==> src/rtl/txr_pkg.sv <==
package txr_pkg;

    localparam int DESC_BYTES = 32;
    localparam int DESC_SHIFT = $clog2(DESC_BYTES);

    // configuration word bit positions
    localparam int B_OWN   = 31;
    localparam int B_WRAP  = 30;
    localparam int B_FIRST = 29;
    localparam int B_LAST  = 28;
    localparam int B_FORCE = 26;
    localparam int B_PRIO  = 20;
    localparam int B_CSUM  = 16;
    localparam int B_PMAP  = 17;   // in the second configuration word

    // descriptor word offsets
    localparam int OFS_BUFP = 0;
    localparam int OFS_CFG0 = 4;
    localparam int OFS_CFG1 = 8;

    // capture selectors
    localparam logic [1:0] CAP_CFG0 = 2'd0;
    localparam logic [1:0] CAP_BUFP = 2'd1;
    localparam logic [1:0] CAP_CFG1 = 2'd2;
    localparam int         NUM_CAP  = 3;

    typedef enum logic [2:0] {
        ST_IDLE,
        ST_CFG0,
        ST_BUFP,
        ST_CFG1,
        ST_EMIT,
        ST_WBACK
    } fetch_st_t;

    typedef struct packed {
        logic [31:0] addr;
        logic [15:0] len;
        logic [2:0]  csum;
        logic [2:0]  prio;
        logic        force_rt;
        logic [4:0]  pmap;
        logic        sop;
        logic        eop;
    } seg_t;

    function automatic seg_t unpack_desc(logic [31:0] bufp,
                                         logic [31:0] cfg0,
                                         logic [31:0] cfg1);
        seg_t s;
        s.addr     = bufp;
        s.len      = cfg0[15:0];
        s.csum     = cfg0[B_CSUM +: 3];
        s.prio     = cfg0[B_PRIO +: 3];
        s.force_rt = cfg0[B_FORCE];
        s.pmap     = cfg1[B_PMAP +: 5];
        s.sop      = cfg0[B_FIRST];
        s.eop      = cfg0[B_LAST];
        return s;
    endfunction

endpackage

==> src/rtl/txr_ring_ptr.sv <==
module txr_ring_ptr
    import txr_pkg::*;
#(
    parameter int AW = 32
) (
    input  logic          clk,
    input  logic          rst,
    input  logic          load,
    input  logic [AW-1:0] base_in,
    input  logic          adv,
    input  logic          wrap,
    output logic [AW-1:0] cur
);

    logic [AW-1:0] base_q;
    logic [AW-1:0] base_aligned;

    assign base_aligned = {base_in[AW-1:DESC_SHIFT], {DESC_SHIFT{1'b0}}};

    always_ff @(posedge clk) begin
        if (rst) begin
            base_q <= '0;
            cur    <= '0;
        end else if (load) begin
            base_q <= base_aligned;
            cur    <= base_aligned;
        end else if (adv) begin
            cur <= wrap ? base_q : cur + AW'(DESC_BYTES);
        end
    end

endmodule

==> src/rtl/txr_desc_cap.sv <==
module txr_desc_cap
    import txr_pkg::*;
(
    input  logic        clk,
    input  logic        rst,
    input  logic        cap_en,
    input  logic [1:0]  cap_sel,
    input  logic [31:0] rdata,
    output seg_t        seg,
    output logic [31:0] wb_word,
    output logic        wrap
);

    logic [31:0] words [NUM_CAP];

    for (genvar i = 0; i < NUM_CAP; i++) begin : g_word
        logic [31:0] q;
        always_ff @(posedge clk) begin
            if (rst)
                q <= '0;
            else if (cap_en && cap_sel == 2'(i))
                q <= rdata;
        end
        assign words[i] = q;
    end

    assign seg     = unpack_desc(words[CAP_BUFP], words[CAP_CFG0], words[CAP_CFG1]);
    assign wb_word = words[CAP_CFG0] | (32'd1 << B_OWN);
    assign wrap    = words[CAP_CFG0][B_WRAP];

endmodule

==> src/rtl/txr_ctrl.sv <==
module txr_ctrl
    import txr_pkg::*;
#(
    parameter int AW = 32
) (
    input  logic          clk,
    input  logic          rst,
    input  logic          kick,
    input  logic          suspend,
    input  logic          ring_init,
    input  logic [AW-1:0] cur_ptr,
    input  logic          mem_gnt,
    input  logic          mem_rvalid,
    input  logic          rd_own,
    input  logic          seg_ready,
    output logic          mem_req,
    output logic          mem_we,
    output logic [AW-1:0] mem_addr,
    output logic          cap_en,
    output logic [1:0]    cap_sel,
    output logic          ptr_load,
    output logic          ptr_adv,
    output logic          seg_valid
);

    fetch_st_t st;
    logic      issued;
    logic      kick_pend;
    logic      go;
    logic      rd_state;
    logic      rd_done;

    assign go       = (kick || kick_pend) && !suspend;
    assign rd_state = (st == ST_CFG0) || (st == ST_BUFP) || (st == ST_CFG1);
    assign rd_done  = rd_state && issued && mem_rvalid;

    always_comb begin
        mem_req  = 1'b0;
        mem_we   = 1'b0;
        mem_addr = cur_ptr;
        cap_sel  = CAP_CFG0;
        unique case (st)
            ST_CFG0: begin
                mem_req  = !issued;
                mem_addr = cur_ptr + AW'(OFS_CFG0);
                cap_sel  = CAP_CFG0;
            end
            ST_BUFP: begin
                mem_req  = !issued;
                mem_addr = cur_ptr + AW'(OFS_BUFP);
                cap_sel  = CAP_BUFP;
            end
            ST_CFG1: begin
                mem_req  = !issued;
                mem_addr = cur_ptr + AW'(OFS_CFG1);
                cap_sel  = CAP_CFG1;
            end
            ST_WBACK: begin
                mem_req  = 1'b1;
                mem_we   = 1'b1;
                mem_addr = cur_ptr + AW'(OFS_CFG0);
            end
            default: ;
        endcase
    end

    assign cap_en    = rd_done;
    assign seg_valid = (st == ST_EMIT);
    assign ptr_load  = (st == ST_IDLE) && ring_init;
    assign ptr_adv   = (st == ST_WBACK) && mem_gnt;

    always_ff @(posedge clk) begin
        if (rst) begin
            st        <= ST_IDLE;
            issued    <= 1'b0;
            kick_pend <= 1'b0;
        end else begin
            if (st == ST_IDLE && go)
                kick_pend <= 1'b0;
            else if (kick)
                kick_pend <= 1'b1;

            if (rd_state && mem_req && mem_gnt)
                issued <= 1'b1;
            else if (rd_done)
                issued <= 1'b0;

            unique case (st)
                ST_IDLE:  if (go) st <= ST_CFG0;
                ST_CFG0:  if (rd_done) st <= rd_own ? ST_IDLE : ST_BUFP;
                ST_BUFP:  if (rd_done) st <= ST_CFG1;
                ST_CFG1:  if (rd_done) st <= ST_EMIT;
                ST_EMIT:  if (seg_ready) st <= ST_WBACK;
                ST_WBACK: if (mem_gnt) st <= suspend ? ST_IDLE : ST_CFG0;
                default:  st <= ST_IDLE;
            endcase
        end
    end

endmodule

==> src/rtl/txr_fetch.sv <==
module txr_fetch
    import txr_pkg::*;
#(
    parameter int AW = 32
) (
    input  logic          clk,
    input  logic          rst,
    input  logic          kick,
    input  logic          suspend,
    input  logic          ring_init,
    input  logic [AW-1:0] ring_base,
    output logic          mem_req,
    output logic          mem_we,
    output logic [AW-1:0] mem_addr,
    output logic [31:0]   mem_wdata,
    input  logic          mem_gnt,
    input  logic          mem_rvalid,
    input  logic [31:0]   mem_rdata,
    output logic          seg_valid,
    input  logic          seg_ready,
    output logic [31:0]   seg_addr,
    output logic [15:0]   seg_len,
    output logic [2:0]    seg_csum,
    output logic [2:0]    seg_prio,
    output logic          seg_force,
    output logic [4:0]    seg_pmap,
    output logic          seg_sop,
    output logic          seg_eop
);

    logic [AW-1:0] cur_ptr;
    logic          ptr_load;
    logic          ptr_adv;
    logic          wrap;
    logic          cap_en;
    logic [1:0]    cap_sel;
    seg_t          seg;
    logic [31:0]   wb_word;

    txr_ring_ptr #(.AW(AW)) u_ptr (
        .clk     (clk),
        .rst     (rst),
        .load    (ptr_load),
        .base_in (ring_base),
        .adv     (ptr_adv),
        .wrap    (wrap),
        .cur     (cur_ptr)
    );

    txr_ctrl #(.AW(AW)) u_ctrl (
        .clk        (clk),
        .rst        (rst),
        .kick       (kick),
        .suspend    (suspend),
        .ring_init  (ring_init),
        .cur_ptr    (cur_ptr),
        .mem_gnt    (mem_gnt),
        .mem_rvalid (mem_rvalid),
        .rd_own     (mem_rdata[B_OWN]),
        .seg_ready  (seg_ready),
        .mem_req    (mem_req),
        .mem_we     (mem_we),
        .mem_addr   (mem_addr),
        .cap_en     (cap_en),
        .cap_sel    (cap_sel),
        .ptr_load   (ptr_load),
        .ptr_adv    (ptr_adv),
        .seg_valid  (seg_valid)
    );

    txr_desc_cap u_cap (
        .clk     (clk),
        .rst     (rst),
        .cap_en  (cap_en),
        .cap_sel (cap_sel),
        .rdata   (mem_rdata),
        .seg     (seg),
        .wb_word (wb_word),
        .wrap    (wrap)
    );

    assign mem_wdata = wb_word;
    assign seg_addr  = seg.addr;
    assign seg_len   = seg.len;
    assign seg_csum  = seg.csum;
    assign seg_prio  = seg.prio;
    assign seg_force = seg.force_rt;
    assign seg_pmap  = seg.pmap;
    assign seg_sop   = seg.sop;
    assign seg_eop   = seg.eop;

endmodule

==> config.mk <==
export PLATFORM = sky130hd
export DESIGN_NAME = txr_fetch
export DESIGN_NICKNAME = d
export VERILOG_FILES = /design/src/rtl/txr_pkg.sv /design/src/rtl/txr_ring_ptr.sv /design/src/rtl/txr_desc_cap.sv /design/src/rtl/txr_ctrl.sv /design/src/rtl/txr_fetch.sv
export SDC_FILE = /design/constraint.sdc
export NUM_CORES = 1
export LEC_CHECK = 0
export ABC_AREA = 1
export BUFFER_PORTS_ARGS = -buffer_cell sky130_fd_sc_hd__buf_2
export CAP_MARGIN = 20
export CORE_UTILIZATION = 30
export DETAILED_ROUTE_END_ITERATION = 8
export MAX_ROUTING_LAYER = met4
export PLACE_DENSITY_LB_ADDON = 0.3
export SETUP_SLACK_MARGIN = 0.2
export SLEW_MARGIN = 0
export SYNTH_ARGS = -nofsm -noshare
export SYNTH_HDL_FRONTEND = slang
export SYNTH_HIERARCHICAL = 1
export SYNTH_SLANG_ARGS = --single-unit
==> constraint.sdc <==
create_clock -name clk -period 1.8 [get_ports clk]
set_clock_uncertainty 0.2 [all_clocks]
set_input_delay 0.27 -clock clk [delete_from_list [all_inputs] [get_ports clk]]
set_output_delay 0.27 -clock clk [all_outputs]
set_load 0.03 [all_outputs]
Word-level counts from Yosys, hierarchy flattened --
Index checks and enable logic that the tools add are counted.
Word-level totals: input port bits 72, output and inout bits 129, flip-flop bits (word level) 149
Cells by class: equal/unequal tests 13, reductions and logical operators 25, $add $sub $neg 3, mux-type cells 18
Operator list (count):
- $mux W32 | 3
- $pmux W32 S2 | 1
- $add A32 B3 Y32 const B | 1
- $add A32 B4 Y32 const B | 1
- $add A32 B6 Y32 const B | 1
- $mux W3 | 6
- $pmux W3 S6 | 1
- $logic_and A1 B1 Y1 | 11
- $ne A2 B1 Y1 const B | 5
- $eq A3 B2 Y1 const B | 2
- $eq A3 B3 Y1 const B | 2
- $reduce_and A6 Y1 | 1
- $reduce_or A2 Y1 | 3
- $mux W1 | 4
- $pmux W2 S2 | 1
- $reduce_bool A2 Y1 | 2
- $eq A3 B1 Y1 const B | 1
- $logic_not A3 Y1 | 1
- $logic_or A1 B1 Y1 | 3
- $reduce_or A3 Y1 | 1
- $eq A2 B1 Y1 const B | 1
- $eq A2 B2 Y1 const B | 1
- $logic_not A1 Y1 | 2
- $logic_not A2 Y1 | 1
- other kinds (3) | 3

Logic depth before layout (Yosys ltp) --
Gate-level depths: netlist of the first run.
depth in word-level cells 7, mapped depth 10, depth with buffers taken out 10

Modules after synthesis --
The synthesis of the first run kept the hierarchy.
By module, submodules not included:
- txr_desc_cap | area each 3125.5 µm², cells each 468, instances 1
- txr_ring_ptr | area each 3071.7 µm², cells each 455, instances 1
- txr_ctrl | area each 2024.4 µm², cells each 425, instances 1

Least setup slack after synthesis of the first run --
OpenSTA, ideal clock, no wires.
kind register -> output, from reg u_ptr.cur[3], to out mem_addr[8], arrival 1.645 ns, stages on the path, launching flop included 6, path slack -0.315 ns, cell sequence dfxtp_1 -> ha_1 -> nand3_1 -> nor2_1 -> nor2_1 -> o21ai_0
On the way: word-level cells in the longest chain between the ends 2, elaborated cells on any way between the ends 3
RTL lines:
- start: declaration | RTL line txr_ring_ptr.sv:12 | output logic [AW-1:0] cur
- start signal: assignment | RTL line txr_ring_ptr.sv:26 | cur <= base_aligned;
- start signal: assignment | RTL line txr_ring_ptr.sv:28 | cur <= wrap ? base_q : cur + AW'(DESC_BYTES);
- $add A32 B3 Y32 / $add A32 B4 Y32 (equally long branches) | RTL line txr_ctrl.sv:45, txr_ctrl.sv:61, txr_ctrl.sv:55
- $pmux W32 S2 * | RTL line txr_ctrl.sv:42 | unique case (st)
- end: declaration | RTL line txr_fetch.sv:14 | output logic [AW-1:0] mem_addr,
Mark *: on every way between the ends. The rest lies on a longest branch, timed or not.

Worst setup path in the final report of the first run --
from reg u_ptr.cur[8], to out mem_addr[30]
Same word-level chain as after synthesis.

==> results of run 1 <==
synthesized netlist by cell type, types with 2 or more instances:
cell type	instances
or2_2	2
a21oi_2	2
o21bai_1	2
nor2_2	14
ha_1	3
and2_1	3
buf_2	26
or2_0	2
clkinv_1	3
nand2_1	385
buf_4	35
inv_1	168
clkbuf_1	18
nor2_1	185
a21boi_0	22
xnor2_1	4
o21ai_0	34
o21ai_1	5
a31oi_1	7
dfxtp_1	132
buf_6	3
inv_2	5
buf_1	3
nor3_1	2
xor2_1	7
o211ai_1	3
nor2_4	14
nand3_1	114
nand4_1	15
a21oi_1	89
nand2_2	7
o22ai_1	29
kinds of logic (layout without fill, tap and decap cells):
family,count (synthesis),count (layout),synth area share
other cells,1,1,0.0004561
compound gates,194,194,0.1330
xor+xnor,11,11,0.01172
simple gates,746,748,0.3870
buf+inv,261,699,0.1418
fa+ha+maj,3,3,0.004566
flops,132,132,0.3214
stage by stage:
step,TNS [ns],setup WS (ns),cells
5_1_grt,-56.73,-0.6491,2129
2_1_floorplan,0,0.02595,1348
3_5_place_dp,-4.050,-0.1784,1920
4_1_cts,-35.29,-0.5369,2093
6_report,-44.87,-0.5517,2129
3_3_place_gp,-3.048,-0.1634,1920
cell type report:
| class | count | area [µm²] | area share |
|---|---|---|---|
| multi-input cells | 957 | 6461 | 0.4130 |
| clock inverters | 14 | 163.9 | 0.01048 |
| flip-flops and latches | 132 | 2731 | 0.1746 |
| repair buffers | 491 | 4718 | 0.3016 |
| well taps | 341 | 426.7 | 0.02727 |
| inverters | 176 | 715.7 | 0.04574 |
| clock buffers | 18 | 429.2 | 0.02743 |
critical path, cell delays in order (launching register included):
cell	delay (ns)
dfxtp_4	0.42
nand2_4	0.08
nor2_4	0.26
nand2_4	0.11
nor2_4	0.17
nand3_1	0.09
nand2_1	0.08
nand2_2	0.06
nand2_4	0.06
buf_6	0.12
power by group:
part           switching [mW]  leakage [nW]  internal, mW
sequential              0.400          1.09          3.35
clock                    1.55         0.290          2.09
combinational            5.06          5.68          4.87
total                    7.01          7.06          10.3
cell usage in the layout, fill, tap and decap left out, types with 55 or more instances in the layout:
cell and count:
a21oi_1 55, buf_2 160, buf_4 112, buf_6 97, dfxtp_1 103, dlygate4sd3_1 59
inv_1 151, nand2_1 237, nand2_2 93, nand2_4 59, nand3_2 55, nor2_1 114
nor2_4 59
how the worst max path moves through the flow:
stage	from	endpoint	slack, ns	cells past startpoint
finish	u_ptr/cur[8]	mem_addr[30]	-0.55	9
global route	u_ptr/cur[8]	mem_addr[30]	-0.65	9
CTS	u_ptr/cur[3]	mem_addr[21]	-0.54	10
detailed placement	u_ptr/cur[6]	mem_addr[30]	-0.18	9
global placement	u_ptr/cur[6]	mem_addr[30]	-0.16	9
floorplan	u_ptr/cur[3]	mem_addr[20]	0.03	7
flip-flops by register name, summed over array words and instances (netlist names):
signal            cells
u_ptr/cur            32
u_ptr/base_q         27
u_ctrl/st             3
u_ctrl/kick_pend      1
u_cap/g_word.q       68
u_ctrl/issued         1
routing by layer:
layer / GRT usage / vias to the layer above / part of all wire
li1: - / 5099 / -
met1: 0.2633 / 4882 / 0.41
met2: 0.4275 / 311 / 0.53
met3: 0.03380 / 50 / 0.043
met4: 0.08018 / 0 / 0.022
met5: - / - / 0
what timing repair did:
item,CTS,global route
gates resized for setup,354,270
buffers inserted,59,33
hold buffers,59,0
pin swaps,100,158
endpoints found under the hold margin,97,0
cloned,23,3
endpoints found under the setup margin,164,165
==> out/qor.csv, run 1 <==
stage,metric,value,unit
yosys,synth_top_area_cell,dfxtp_1,
critical_path,worstPathArrival,1.88,ns
cts,root_buffer,clkbuf_16,
cts,cts.sinks,132,
route,drt_iter0_drc,555,
worst_hold_path,hp-class,input port to register,
outcome,violations,negative setup slack,
critical_path,r2r_slack,-0.36,ns
placement,postPlaceCellArea,10730,µm²
sta,period_needed,2.352,ns
final_layout,drive_gt1_frac,0.5134,
cts,insertion_delay,0.42,ns
final_layout,utilization,0.5805,
floorplanning,die_w,167.5,µm
power_and_ir_drop,power.static_leakage,7.062,nW
yosys,netlist_top_cells_area,"dfxtp_1 (32%), nand2_1 (18%), nor2_1 (8.4%)",
cts,cts_made_buffers,17,
final_layout,syn_to_final_growth,90.31,%
sta,hold_viol,0,
placement,dp_hpwl,20180,µm
final_layout,design.final.nets,1850,
sta,fmax,425.2,MHz
floorplanning,die_area,28070,µm²
sta,whs,0.04518,ns
critical_path,critPathRequiredTime,1.33,ns
yosys,synth_edf_count,0,
critical_path,reg2reg_depth,13,
placement,gp_congestion,0.8994,
route,viasPerCell,4.858,
yosys,yosysSeqAreaShare,0.3214,
floorplanning,start_util,0.3051,
route,wl_per_cell,15.92,µm
route,dr.pass1.iters,6,
route,remaining_drc_errors,0,
sta,setup_viol,163,
floorplanning,die_y,167.5,µm
worst_hold_path,hp-start,rst,
yosys,synthCells,1348,
sta,fin_crit_sh,1.307,
yosys,syn_area_per_cell,6.099,µm²
route,num_vias,10340,
global_route,grt_pass1_vias,9975,
power_and_ir_drop,power_density,1107,nW/µm²
global_route,antenna_found_initial,0,
power_and_ir_drop,fin_total_pwr,17.32,mW
sta,drv_slew,0,
power_and_ir_drop,vdd_drop_max,627.0,µV
yosys,postSynth.asyncResetShare,0,
critical_path,end_kind,output port,
sta,rsz0062_at_grt,yes,
flow_run,maxCapViolCount,0,
worst_hold_path,hold-path-cell-count,4,
final_layout,antenna_cells,0,
global_route,grt_pass1_wl,51140,µm
critical_path,critPathMaxFanout,6,
sta,finalWorstSetupSlack,-0.5517,ns
yosys,synth_top_area_share,0.3214,
global_route,gr-total-overflow,0,
yosys,synth_flop_cell,dfxtp_1,
global_route,grt_util_all_layers,0.2360,
critical_path,r2r_end,u_ptr/cur[13],
critical_path,worstReg2RegStart,u_ptr/cur[5],
final_layout,fillers,2320,
cts,htreeDepth,4,
placement,numPortBuffers,194,
yosys,syn_nets,1423,
cts,tritoncts,built,
final_layout,final_area,15650,µm²
floorplanning,ioPinCount,201,
worst_hold_path,hold_path_end,u_ctrl/kick_pend,
cts,clock_path_buffers,2,
yosys,ys_warn_count,6,
yosys,synth.distinct_cells,37,
route,ant_nets,0,
yosys,ys_ff_latch,132,
global_route,grt_max_degree,69,
outcome,status,"finished, violations left",
floorplanning,rows,60,
cts,clkSlewWorstSetupHoldPaths,0.06,ns
critical_path,path_class,register to output port,
floorplanning,coreArea,26950,µm²
critical_path,crit_path_start_kind,register,
yosys,synth_area,8222,µm²
route,drt_wl_total,33900,µm
Power figures use the tool's default switching activity.
==> inputs of run 2 (changes only) <==
- MAX_ROUTING_LAYER: met4 -> default
- SETUP_SLACK_MARGIN: 0.2 -> default
==> run 2 against run 1 <==
- the run still ends with negative setup slack left
- maximum frequency up 1.2%
- worst setup slack better by 0.029 ns
- sequential share of layout area increased by 1.4 points
- combinational power decreased by 20%
- sequential power fell by 2%
- design area fell by 8.1%
- wire length down 2.7%
- largest power group unchanged
==> out/qor.csv, run 2 (synthesis results as in run 1) <==
stage,metric,value,unit,change
cts,tritoncts,built,,unchanged
critical_path,critPathMaxFanout,6,,unchanged
cts,root_buffer,clkbuf_16,,unchanged
cts,clkSlewWorstSetupHoldPaths,0.06,ns,about the same
placement,numPortBuffers,194,,unchanged
worst_hold_path,hp-class,input port to register,,unchanged
sta,finalWorstSetupSlack,-0.5232,ns,was -0.5517 ns
global_route,grt_util_all_layers,0.2157,,was 0.2360
critical_path,critPathRequiredTime,1.33,ns,about the same
floorplanning,ioPinCount,201,,unchanged
sta,period_needed,2.323,ns,was 2.352 ns
sta,fmax,430.4,MHz,was 425.2 MHz
critical_path,r2r_slack,-0.28,ns,was -0.36 ns
floorplanning,die_y,167.5,µm,unchanged
critical_path,end_kind,output port,,unchanged
final_layout,final_cell_mix,"nand2_1 (292), buf_2 (161), inv_1 (153)",,"was nand2_1 (237), buf_2 (160), inv_1 (151)"
final_layout,largest_reg_flops,68,,unchanged
final_layout,drive_gt1_frac,0.4557,,was 0.5134
power_and_ir_drop,fin_total_pwr,15.20,mW,was 17.32 mW
cts,cts.sinks,132,,unchanged
final_layout,largestRegisters,"u_cap/g_word.q (68), u_ptr/cur (32), u_ptr/base_q (27)",,unchanged
route,viasPerCell,4.775,,was 4.858
route,drt_wl_total,32980,µm,was 33900 µm
outcome,status,"finished, violations left",,unchanged
power_and_ir_drop,power.static_leakage,6.498,nW,was 7.062 nW
final_layout,layout_commonest_cell,nand2_1,,unchanged
sta,hold_viol,0,,unchanged
sta,fin_crit_sh,1.291,,was 1.307
cts,insertion_delay,0.43,ns,was 0.42 ns
flow_run,maxCapViolCount,0,,unchanged
global_route,grt_pass1_wl,48090,µm,was 51140 µm
floorplanning,die_area,28070,µm²,unchanged
floorplanning,rows,60,,unchanged
critical_path,worstPathArrival,1.85,ns,was 1.88 ns
cts,htreeDepth,4,,unchanged
sta,tns,-30.63,ns,was -44.87 ns
final_layout,fillers,2511,,was 2320
cts,cts_made_buffers,17,,unchanged
placement,dp_hpwl,20500,µm,was 20180 µm
final_layout,syn_to_final_growth,74.86,%,was 90.31%
cts,clock_path_buffers,2,,unchanged
critical_path,crit_path_start_kind,register,,unchanged
final_layout,top_register,u_cap/g_word.q,,unchanged
floorplanning,start_util,0.3051,,unchanged
power_and_ir_drop,vdd_drop_max,619.9,µV,was 627.0 µV
power_and_ir_drop,pwr-share-comb,0.524,,was 0.573
floorplanning,coreArea,26950,µm²,unchanged
power_and_ir_drop,power_density,1057,nW/µm²,was 1107 nW/µm²
floorplanning,die_w,167.5,µm,unchanged
global_route,grt_max_degree,69,,unchanged
power_and_ir_drop,swShare,0.4249,,was 0.4050
sta,drv_slew,0,,unchanged
global_route,antenna_found_initial,2,,was 0
sta,setup_viol,152,,was 163
global_route,gr-total-overflow,0,,unchanged
placement,gp_congestion,0.9340,,was 0.8994
outcome,violations,negative setup slack,,unchanged
route,dr.pass1.iters,5,,was 6
power_and_ir_drop,p_int,8.740,mW,was 10.30 mW
critical_path,path_class,register to output port,,unchanged
sta,rsz0062_at_grt,yes,,unchanged
global_route,grt_pass1_vias,9419,,was 9975
power_and_ir_drop,clock_power_share,0.233,,was 0.210
placement,place_ws,-0.2206,ns,was -0.1784 ns
route,drt_iter0_drc,501,,was 555
route,wl_per_cell,15.76,µm,was 15.92 µm
final_layout,design.final.nets,1813,,was 1850
route,ant_nets,0,,unchanged
route,num_vias,9995,,was 10340
route,remaining_drc_errors,0,,unchanged
power_and_ir_drop,p_seq_frac,0.243,,was 0.216
power_and_ir_drop,p_sw,6.458,mW,was 7.013 mW
-- run 2: cell type report --
| cell class | count | area (µm²) | share of cell area |
|---|---|---|---|
| sequential | 132 | 2711 | 0.1886 |
| clock buffer | 17 | 425.4 | 0.02959 |
| inverter | 176 | 685.7 | 0.04769 |
| clock inverter | 15 | 156.4 | 0.01088 |
| antenna | 1 | 2.502 | 0.0001741 |
| multi-input combinational | 956 | 5876 | 0.4087 |
| timing repair buffer | 455 | 4093 | 0.2847 |
| tap | 341 | 426.7 | 0.02968 |
-- run 2: repair_timing --
| action | in CTS | in global routing |
|---|---|---|
| pin swaps | 71 | 134 |
| hold buffers | 58 | 1 |
| gates cloned | 10 | 10 |
| setup endpoints to repair | 93 | 159 |
| gates resized for setup | 285 | 275 |
| endpoints found under the hold margin | 91 | 1 |
| setup buffers | 34 | 23 |
-- run 2: worst max-delay path, cell delays in order, from the launching register on --
cell	delay, ns
dfxtp_4	0.38
ha_4	0.16
nand3_4	0.10
nor2_4	0.16
nand3_2	0.10
nand2_4	0.14
nand2_2	0.10
o21ai_4	0.15
buf_6	0.15
-- run 2: routing by layer --
metal / global-route usage / share of wire / vias up
li1: - / - / 5018
met1: 0.2435 / 0.40 / 4686
met2: 0.4042 / 0.53 / 251
met3: 0.04113 / 0.046 / 38
met4: 0.06821 / 0.018 / 2
met5: 0 / 0.00036 / -
-- run 2: worst paths after layout --
kind,endpoint,from,cells past startpoint
max,mem_addr[20],u_ptr/cur[3],8
min,u_ptr/base_q[11],ring_base[11],3
max reg2reg,u_cap/g_word[0].q[16],u_ctrl/st[1],14
min reg2reg,u_ptr/cur[0],u_ptr/cur[0],2
-- run 2: per-stage QoR --
step	utilization	cell area (µm²)	cells	hold slack, ns
detailed placement	0.3857	10400	1934	0.2336
CTS	0.4819	12990	2066	0.001122
global placement	0.3857	10400	1934	0.2332
finish	0.5334	14380	2093	0.02895
floorplan	-	8358	1348	0.2020
global route	0.5333	14370	2092	0.01598
-- run 2: power groups by stage --
stage / sequential [mW] / combinational, mW / clock (mW)
2_1_floorplan: 3.83 / 2.97 / 0
3_3_place_gp: 3.65 / 5.20 / 0
3_5_place_dp: 3.66 / 5.25 / 0
4_1_cts: 3.65 / 6.81 / 3.61
5_1_grt: 3.74 / 8.48 / 3.73
6_report: 3.69 / 7.97 / 3.54
